--- src/rtl/sfg_pkg.sv ---
package sfg_pkg;
  typedef enum logic {
    RD_NORMAL     = 1'b0,
    RD_SHOW_AHEAD = 1'b1
  } rd_mode_e;
endpackage

--- src/rtl/sfg_mem.sv ---
module sfg_mem #(
  parameter int DATA_W = 16,
  parameter int ADDR_W = 3,
  parameter int BYTE_W = 8
) (
  input  logic                       clk_i,
  input  logic                       we_i,
  input  logic [ADDR_W-1:0]          waddr_i,
  input  logic [DATA_W-1:0]          wdata_i,
  input  logic [DATA_W/BYTE_W-1:0]   be_i,
  input  logic [ADDR_W-1:0]          raddr_i,
  output logic [DATA_W-1:0]          rdata_o
);
  localparam int DEPTH  = 2 ** ADDR_W;
  localparam int NBYTES = DATA_W / BYTE_W;

  logic [DATA_W-1:0] mem_q [DEPTH];

  // lane-masked write
  always_ff @(posedge clk_i) begin
    if (we_i) begin
      for (int b = 0; b < NBYTES; b++) begin
        if (be_i[b]) mem_q[waddr_i][b*BYTE_W +: BYTE_W] <= wdata_i[b*BYTE_W +: BYTE_W];
      end
    end
  end

  assign rdata_o = mem_q[raddr_i];
endmodule

--- src/rtl/sfg_ctrl.sv ---
module sfg_ctrl #(
  parameter int ADDR_W    = 3,
  parameter int AF_LEVEL  = 6,
  parameter int AE_LEVEL  = 2,
  parameter bit OVF_GUARD = 1'b1,
  parameter bit UNF_GUARD = 1'b1
) (
  input  logic              clk_i,
  input  logic              rst_ni,
  input  logic              sclr_i,
  input  logic              wr_req_i,
  input  logic              rd_req_i,
  output logic              wr_en_o,
  output logic              rd_en_o,
  output logic [ADDR_W-1:0] wr_addr_o,
  output logic [ADDR_W-1:0] rd_addr_o,
  output logic [ADDR_W-1:0] count_o,
  output logic              full_o,
  output logic              empty_o,
  output logic              almost_full_o,
  output logic              almost_empty_o
);
  localparam int PW    = ADDR_W + 1;
  localparam int DEPTH = 2 ** ADDR_W;

  logic [PW-1:0] wr_ptr_q, rd_ptr_q, occ;
  logic          wr_block, rd_block;

  // extra pointer bit separates full from empty
  assign occ      = wr_ptr_q - rd_ptr_q;
  assign full_o   = occ[ADDR_W];
  assign empty_o  = (occ == '0);
  assign count_o  = occ[ADDR_W-1:0];

  assign almost_full_o  = (occ >= PW'(AF_LEVEL));
  assign almost_empty_o = (occ <  PW'(AE_LEVEL));

  assign wr_block = OVF_GUARD & full_o;
  assign rd_block = UNF_GUARD & empty_o;
  assign wr_en_o  = wr_req_i & ~wr_block & ~sclr_i;
  assign rd_en_o  = rd_req_i & ~rd_block & ~sclr_i;

  assign wr_addr_o = wr_ptr_q[ADDR_W-1:0];
  assign rd_addr_o = rd_ptr_q[ADDR_W-1:0];

  always_ff @(posedge clk_i or negedge rst_ni) begin
    if (!rst_ni) begin
      wr_ptr_q <= '0;
      rd_ptr_q <= '0;
    end else if (sclr_i) begin
      wr_ptr_q <= '0;
      rd_ptr_q <= '0;
    end else begin
      if (wr_en_o) wr_ptr_q <= wr_ptr_q + PW'(1);
      if (rd_en_o) rd_ptr_q <= rd_ptr_q + PW'(1);
    end
  end

  a_r2_no_overflow: assert property (@(posedge clk_i) disable iff (!rst_ni)
    (OVF_GUARD && full_o && wr_req_i && !sclr_i) |=> $stable(wr_ptr_q));

  a_r3_no_underflow: assert property (@(posedge clk_i) disable iff (!rst_ni)
    (UNF_GUARD && empty_o && rd_req_i && !sclr_i) |=> $stable(rd_ptr_q));

  a_r4_flags_exclusive: assert property (@(posedge clk_i) disable iff (!rst_ni)
    !(full_o && empty_o));

  a_r10_balanced_count: assert property (@(posedge clk_i) disable iff (!rst_ni)
    (wr_en_o && rd_en_o && !sclr_i) |=> $stable(occ));

  a_r11_sclr_empties: assert property (@(posedge clk_i) disable iff (!rst_ni)
    sclr_i |=> (empty_o && !full_o && !almost_full_o));

  if (OVF_GUARD && UNF_GUARD) begin : g_bound
    a_r4_count_bound: assert property (@(posedge clk_i) disable iff (!rst_ni)
      occ <= PW'(DEPTH));
  end
endmodule

--- src/rtl/sync_fifo_guarded.sv ---
module sync_fifo_guarded
  import sfg_pkg::*;
#(
  parameter int       DATA_W    = 16,
  parameter int       ADDR_W    = 3,
  parameter int       BYTE_W    = 8,
  parameter int       AF_LEVEL  = 6,
  parameter int       AE_LEVEL  = 2,
  parameter rd_mode_e RD_MODE   = RD_NORMAL,
  parameter bit       OVF_GUARD = 1'b1,
  parameter bit       UNF_GUARD = 1'b1
) (
  input  logic                     clk_i,
  input  logic                     rst_ni,
  input  logic                     sclr_i,
  input  logic                     wr_req_i,
  input  logic [DATA_W-1:0]        wr_data_i,
  input  logic [DATA_W/BYTE_W-1:0] wr_be_i,
  input  logic                     rd_req_i,
  output logic [DATA_W-1:0]        rd_data_o,
  output logic                     full_o,
  output logic                     empty_o,
  output logic                     almost_full_o,
  output logic                     almost_empty_o,
  output logic [ADDR_W-1:0]        count_o
);
  logic              wr_en, rd_en;
  logic [ADDR_W-1:0] wr_addr, rd_addr;
  logic [DATA_W-1:0] head;

  sfg_ctrl #(
    .ADDR_W(ADDR_W), .AF_LEVEL(AF_LEVEL), .AE_LEVEL(AE_LEVEL),
    .OVF_GUARD(OVF_GUARD), .UNF_GUARD(UNF_GUARD)
  ) u_ctrl (
    .clk_i, .rst_ni, .sclr_i, .wr_req_i, .rd_req_i,
    .wr_en_o(wr_en), .rd_en_o(rd_en),
    .wr_addr_o(wr_addr), .rd_addr_o(rd_addr),
    .count_o, .full_o, .empty_o, .almost_full_o, .almost_empty_o
  );

  sfg_mem #(.DATA_W(DATA_W), .ADDR_W(ADDR_W), .BYTE_W(BYTE_W)) u_mem (
    .clk_i, .we_i(wr_en), .waddr_i(wr_addr), .wdata_i(wr_data_i),
    .be_i(wr_be_i), .raddr_i(rd_addr), .rdata_o(head)
  );

  if (RD_MODE == RD_SHOW_AHEAD) begin : g_show_ahead
    assign rd_data_o = head;
  end else begin : g_normal
    logic [DATA_W-1:0] q_q;
    always_ff @(posedge clk_i or negedge rst_ni) begin
      if (!rst_ni)     q_q <= '0;
      else if (sclr_i) q_q <= '0;
      else if (rd_en)  q_q <= head;
    end
    assign rd_data_o = q_q;

    a_r7_q_holds: assert property (@(posedge clk_i) disable iff (!rst_ni)
      (!rd_en && !sclr_i) |=> $stable(rd_data_o));
  end
endmodule

--- config.mk ---
export PLATFORM = sky130hd
export DESIGN_NAME = sync_fifo_guarded
export DESIGN_NICKNAME = d
export VERILOG_FILES = /design/src/rtl/sfg_pkg.sv /design/src/rtl/sfg_mem.sv /design/src/rtl/sfg_ctrl.sv /design/src/rtl/sync_fifo_guarded.sv
export SDC_FILE = /design/constraint.sdc
export NUM_CORES = 1
export LEC_CHECK = 0
export CORE_MARGIN = 4
export CORE_UTILIZATION = 52
export DETAILED_ROUTE_END_ITERATION = 8
export PLACE_DENSITY_LB_ADDON = 0.12
export SETUP_SLACK_MARGIN = 0.02
export SLEW_MARGIN = 20
export SYNTH_ARGS = -nofsm -noshare
export SYNTH_HDL_FRONTEND = slang
export SYNTH_HIERARCHICAL = 1
export SYNTH_SLANG_ARGS = --single-unit
--- constraint.sdc ---
create_clock -name clk_i -period 2.45 [get_ports clk_i]
set_input_delay 0.3675 -clock clk_i [delete_from_list [all_inputs] [get_ports clk_i]]
set_output_delay 0.3675 -clock clk_i [all_outputs]
set_load 0.1 [all_outputs]
; ---- Yosys cells after proc, flatten, opt, wreduce, memory -nomap -nowiden
; Memories as Yosys holds them, arrays and structs flattened.
; Index checks and enable logic that the tools add are counted.
[word_totals]
elab_cells = 31
memories = 1
mem_bits_rw = 128
input_bits = 23
register_bits = 24
[classes]
order_cmp = 2
add_sub_neg = 3
reduce_logical = 3
mux = 12
bitwise = 7
[mem_list]
columns = name, depth, width, read_ports, rd_ports_with_merged_regs, wr, line
row1 = u_mem.mem_q, 8, 16, 1, 0, 1, sfg_mem.sv:17  ; logic [DATA_W-1:0] mem_q [DEPTH];
[op_table]
columns = op, count
row1 = 16-bit 2-to-1 mux, 2
row2 = 4-bit 2-to-1 mux, 4
row3 = "4-bit by 1-bit adder with 4-bit output, second input constant", 2
row4 = 1-bit 2-to-1 mux, 6
row5 = 1-bit bitwise AND, 4
row6 = "4-bit by 3-bit greater-or-equal comparator with 1-bit output, second input constant", 1
row7 = 4-bit logical NOT, 1
row8 = "4-bit by 2-bit less-than comparator with 1-bit output, second input constant", 1
row9 = 2-bit nonzero test, 2
row10 = 4-bit subtractor, 1
row11 = 1-bit inverter, 3

; ---- Depth between registers and ports, before layout
[logic_depth]
depth_word = 7
mapped_depth = 11
ltp_nobuf = 9

; ---- By module
; The synthesis kept the hierarchy.
[by_module_without_submodules]
columns = module, cells_each, instances, area_per_inst_um2
row1 = sfg_mem, 208, 1, 5021.1
row2 = sync_fifo_guarded, 52, 1, 660.6
row3 = sfg_ctrl, 65, 1, 623.1

; ---- Worst setup path before layout
; Ideal clock, no wire load.
[synth_path]
path_type = reg2reg
startpoint = reg u_ctrl.wr_ptr_q[2]
endpoint = reg g_normal.q_q[10], in the netlist rd_data_o[10]
setup_slack_ns = -3.431
arrival_time_ns = 5.759
path_stages_with_launch = 11
path_buffers = 2
path_cell_list = dfrtp_1 ha_1 and3b_4 o21ai_2 nand2_1 nor4_1 nor3_1 buf_6 buf_12 mux2i_1 nor2_1
[synth_between]
elab_chain_cells = 6
[synth_lines]
columns = item, line
row1 = "start, declared", sfg_ctrl.sv:26  ; logic [PW-1:0] wr_ptr_q, rd_ptr_q, occ;
row2 = "start signal, assigned", sfg_ctrl.sv:54  ; if (wr_en_o) wr_ptr_q <= wr_ptr_q + PW'(1);
row3 = 4-bit subtractor, sfg_ctrl.sv:30  ; assign occ = wr_ptr_q - rd_ptr_q;
row4 = via full_o, sync_fifo_guarded.sv:21  ; output logic full_o,
row5 = 4-bit logical NOT, sfg_ctrl.sv:32  ; assign empty_o = (occ == '0);
row6 = via empty_o, sync_fifo_guarded.sv:22  ; output logic empty_o,
row7 = 1-bit inverter, sfg_ctrl.sv:41  ; assign rd_en_o = rd_req_i & ~rd_block & ~sclr_i;
row8 = 1-bit bitwise AND (2 in a row), sfg_ctrl.sv:41
row9 = via rd_en, sync_fifo_guarded.sv:27  ; logic wr_en, rd_en;
row10 = 2-bit nonzero test (no line), -
row11 = "end signal, assigned", sync_fifo_guarded.sv:51  ; if (!rst_ni) q_q <= '0;
row12 = "end signal, assigned", sync_fifo_guarded.sv:52  ; else if (sclr_i) q_q <= '0;
row13 = "end signal, assigned", sync_fifo_guarded.sv:53  ; else if (rd_en) q_q <= head;
row14 = "end, declared", sync_fifo_guarded.sv:49  ; logic [DATA_W-1:0] q_q;
; The timed path passes the listed nets, and every way through them passes these cells.
; A chain may end at the register's enable or synchronous reset.

; ---- Final worst setup path
[layout_path]
startpoint = reg u_ctrl.wr_ptr_q[0]
endpoint = out empty_o
[layout_between]
elab_chain_cells = 2
[layout_lines]
columns = item, line
row1 = 4-bit subtractor, sfg_ctrl.sv:30
row2 = 4-bit logical NOT, sfg_ctrl.sv:32
row3 = "end, declared", sync_fifo_guarded.sv:22
; No other way between the ends.

==> flow_summary.toml <==
[outcome]
run_status = "finished with violations"
violated_checks = "setup timing"

[cts]
clockBufferDepth = 2
htreeDepth = 4
clock-root-buffer = "sky130_fd_sc_hd__clkbuf_16"
cts.hold.buffers_added = 0
worst_setup_hold_path_clk_slew_ns = 0.06
clkSinkCount = 152
cts_tree = "done"
cts_inserted_buffers = 17
worst_skew_late_latency_ns = 0.41

[floorplan]
initial_utilization_pct = 54.1
rows = 39
floorplan.core_area_um2 = 11700
die_w_um = 118
fp.dieH_um = 118
top_level_ports = 46
fp.dieArea_um2 = 14000

[grt]
via_count_of_the_first_global_routing_pass = 3357
grt.overflow.total = 0
grtUsageTotal_pct = 18.8
global_route.usage.met2_pct = 30.4
top_usage_layer_grt = "met2"
grt_max_degree = 36
grt_pass1_wl_um = 19300
antenna_found_initial = 0
grtUsageMet1_pct = 25.3
groute.layer.met3.usage_pct = 4.08

[yosys]
synth_area_in_compound_gates_pct = 1.27
synth_adder_area_share_pct = 1.31
combinational_family_with_the_most_area_after_synthesis = "multiplexers"
yosys.area.top_type = "sky130_fd_sc_hd__edfxtp_1"
dominantRegCellSynth = "sky130_fd_sc_hd__edfxtp_1"
post-synth-top-area-fraction_pct = 61.0
netlist_area_um2 = 6300
post_synth_mux_area_share_pct = 18.8
yosysUniqueCellTypes = 35
synth-seq-cells = 152
synth_sequential_area_ratio_pct = 70.5
post_synthesis_cells = 325
nets_in_the_synthesized_netlist = 354
number_of_synthesized_flops_with_an_enable_pin = 128
synth_simple_gate_area_share_pct = 4.43
synth-xor-area-share_pct = 0.833
synthesis.yosys.warnings = 6
synth.avg_cell_area_um2 = 19.4
post_synth_main_area_contributors = "sky130_fd_sc_hd__edfxtp_1 (61%), sky130_fd_sc_hd__mux4_1 (12%), sky130_fd_sc_hd__dfrtp_1 (9.5%)"
asyncSetResetFlopFracSynth_pct = 15.8

[place]
placement.io_buffers = 45
hpwl_um = 7270
place_congestion = 0.762

[pwr]
power.ir.vdd_worst_v = 0.000635
post-layout-total-power_mw = 9.89
p_leak_nw = 2.83
power_density_nw_per_um2 = 1230

[setup_path]
setup.worst_path.end_class = "output pin"
path_max_fanout = 5
critical_path.startpoint_type = "flop"
slowest_stage_cell_crit_path = "sky130_fd_sc_hd__dfrtp_1"
crit_type = "reg2out"
cp_cell_sequence = "inv_2 > ha_4 > inv_2 > fa_2 > xor2_4 > nor4_4 > buf_12"
cell_occurring_most_often_along_the_worst_timing_path = "sky130_fd_sc_hd__inv_2"
worst_ep_required_time_ns = 2.08
worst_stage_delay_on_the_critical_path_ns = 0.39
worst_ep_arrival_time_ns = 2.18

[flow_run]
cap_viol_max_count = 0

[sta]
final.hold.worst_slack_ns = 0.352
final_max_slew_viol_count = 0
maxClockFrequency_ghz = 0.393
hold_violations = 0
fin_setup_tns_ns = -0.299
post-route-min-period_ns = 2.54
worst_slack_ns = -0.0950
maxSlewHeadroom_pct = 59.2
fin_crit_sh_pct = 104
tightestPinTransition_ns = 0.612
skew_ns = 0.00953
timing.final.setup_violations = 10
rsz0062_at_grt = "true"

[cells_and_area]
antenna_cells = 0
layout-drive-gt1-share_pct = 35.2
post-route-util_pct = 69.1
area_growth_syn_to_layout_pct = 27.7
num-nets-final = 437

[drt]
antenna_violating_nets_post_route = 0
drt_iter0_markers = 225
routed_via_density = 5.73
via_count = 3233
drt-wirelength-per-cell_um = 21.9
drc = 0
drt_pre_antenna_iters = 4
drt_wl_total_um = 12300

[hold_path]
min-delay-path-class = "in2async"
per-layer routing:
metal	vias to the layer above	routed length, um
li1	1473	-
met1	1694	5570
met2	58	6300
met3	8	340
met4	0	119
met5	-	0
cells in the mapped netlist, types with 3 or more instances:
master                     count
sky130_fd_sc_hd__ha_1          5
sky130_fd_sc_hd__buf_1         3
sky130_fd_sc_hd__dfrtp_1      24
sky130_fd_sc_hd__mux4_1       28
sky130_fd_sc_hd__nor3_1        6
sky130_fd_sc_hd__nand3_1       4
sky130_fd_sc_hd__buf_4         6
sky130_fd_sc_hd__buf_6         5
sky130_fd_sc_hd__inv_1         7
sky130_fd_sc_hd__edfxtp_1    128
sky130_fd_sc_hd__mux2_2       16
sky130_fd_sc_hd__xor2_1        4
sky130_fd_sc_hd__clkbuf_1      3
sky130_fd_sc_hd__a21o_1        3
sky130_fd_sc_hd__nor2_1       37
sky130_fd_sc_hd__mux4_2        4
sky130_fd_sc_hd__mux2i_1      18
what timing repair did:
action                                 in CTS  in global routing
gates cloned                                1                  0
pin swaps                                   6                  8
endpoints found under the hold margin       0                  0
buffers inserted                            8                 10
gates resized for setup                     8                  2
setup endpoints to repair                   9                 93
final cells by class:
type                    count  area (um2)
clock buffers              19         433
flip-flops and latches    152        4450
clock inverters            13         178
inverters                   7        26.3
repair buffers             84         851
well taps                 143         179
multi-input cells         146        1940
fillers                   745        3610
through the flow:
step                      std cells  cell area [um2]  worst slack, ns
final                           564             8050          -0.0950
after global routing            564             8050           -0.171
after CTS                       554             7930          -0.0896
after detailed placement        513             7230           0.0330
after global placement          513             7230           0.0980
after floorplan                 325             6540           -0.840
critical path: cells and delay by family, from the launching register on:
kind / cells / cell delay, ns
xor gates and xnor gates: 1 / 0.20
DFF: 1 / 0.39
adders and majority gates: 2 / 0.52
buffers and inverters: 3 / 0.35
and+or+nand+nor: 1 / 0.31
registers in the layout (all words and copies together) (netlist names):
register         count
u_ctrl/rd_ptr_q      4
u_mem/mem_q        128
u_ctrl/wr_ptr_q      4
rd_data_o           16
cells in the final DEF (no fill, tap or decap), drive strengths merged, types with 3 or more instances in the layout:
cell and count:
edfxtp 128, buf 62, nor2 37, mux4 32, dfrtp 24, clkdlybuf4s50 22, clkbuf 19, mux2i 18
mux2 16, inv 8, nor3 6, ha 5, clkinv 5, bufinv 4, xor2 4, nand3 4
clkinvlp 3, a21o 3
report_power, final:
| group | switching [mW] | leakage, nW | total [mW] | internal [mW] |
|---|---|---|---|---|
| registers | 0.0696 | 1.48 | 3.03 | 2.96 |
| clock network | 0.972 | 0.288 | 2.67 | 1.70 |
| logic | 2.57 | 1.06 | 4.20 | 1.63 |
logic make-up (layout without fill, tap and decap cells):
kind of cell / Yosys count / in the layout
AND/OR/NAND/NOR: 60 / 60
adder cells (fa/ha/maj): 6 / 6
AO/OA/AOI/OAI: 8 / 8
multiplexers: 66 / 66
buffers and inverters: 27 / 123
XOR/XNOR: 6 / 6
flip-flops: 152 / 152
final timing paths:
check,cells after the start,to,start,slack (ns)
setup / recovery,7,empty_o,u_ctrl/wr_ptr_q[0],-0.09
hold / removal,2,u_ctrl/rd_ptr_q[0],rst_ni,0.35
setup reg to reg,12,rd_data_o[9],u_ctrl/rd_ptr_q[2],-0.02
hold reg to reg,2,rd_data_o[0],rd_data_o[0],0.53
max in group asynchronous,2,u_ctrl/rd_ptr_q[0],rst_ni,1.81
min in group clk_i,2,rd_data_o[0],rd_data_o[0],0.53
Power figures use the tool's default switching activity.
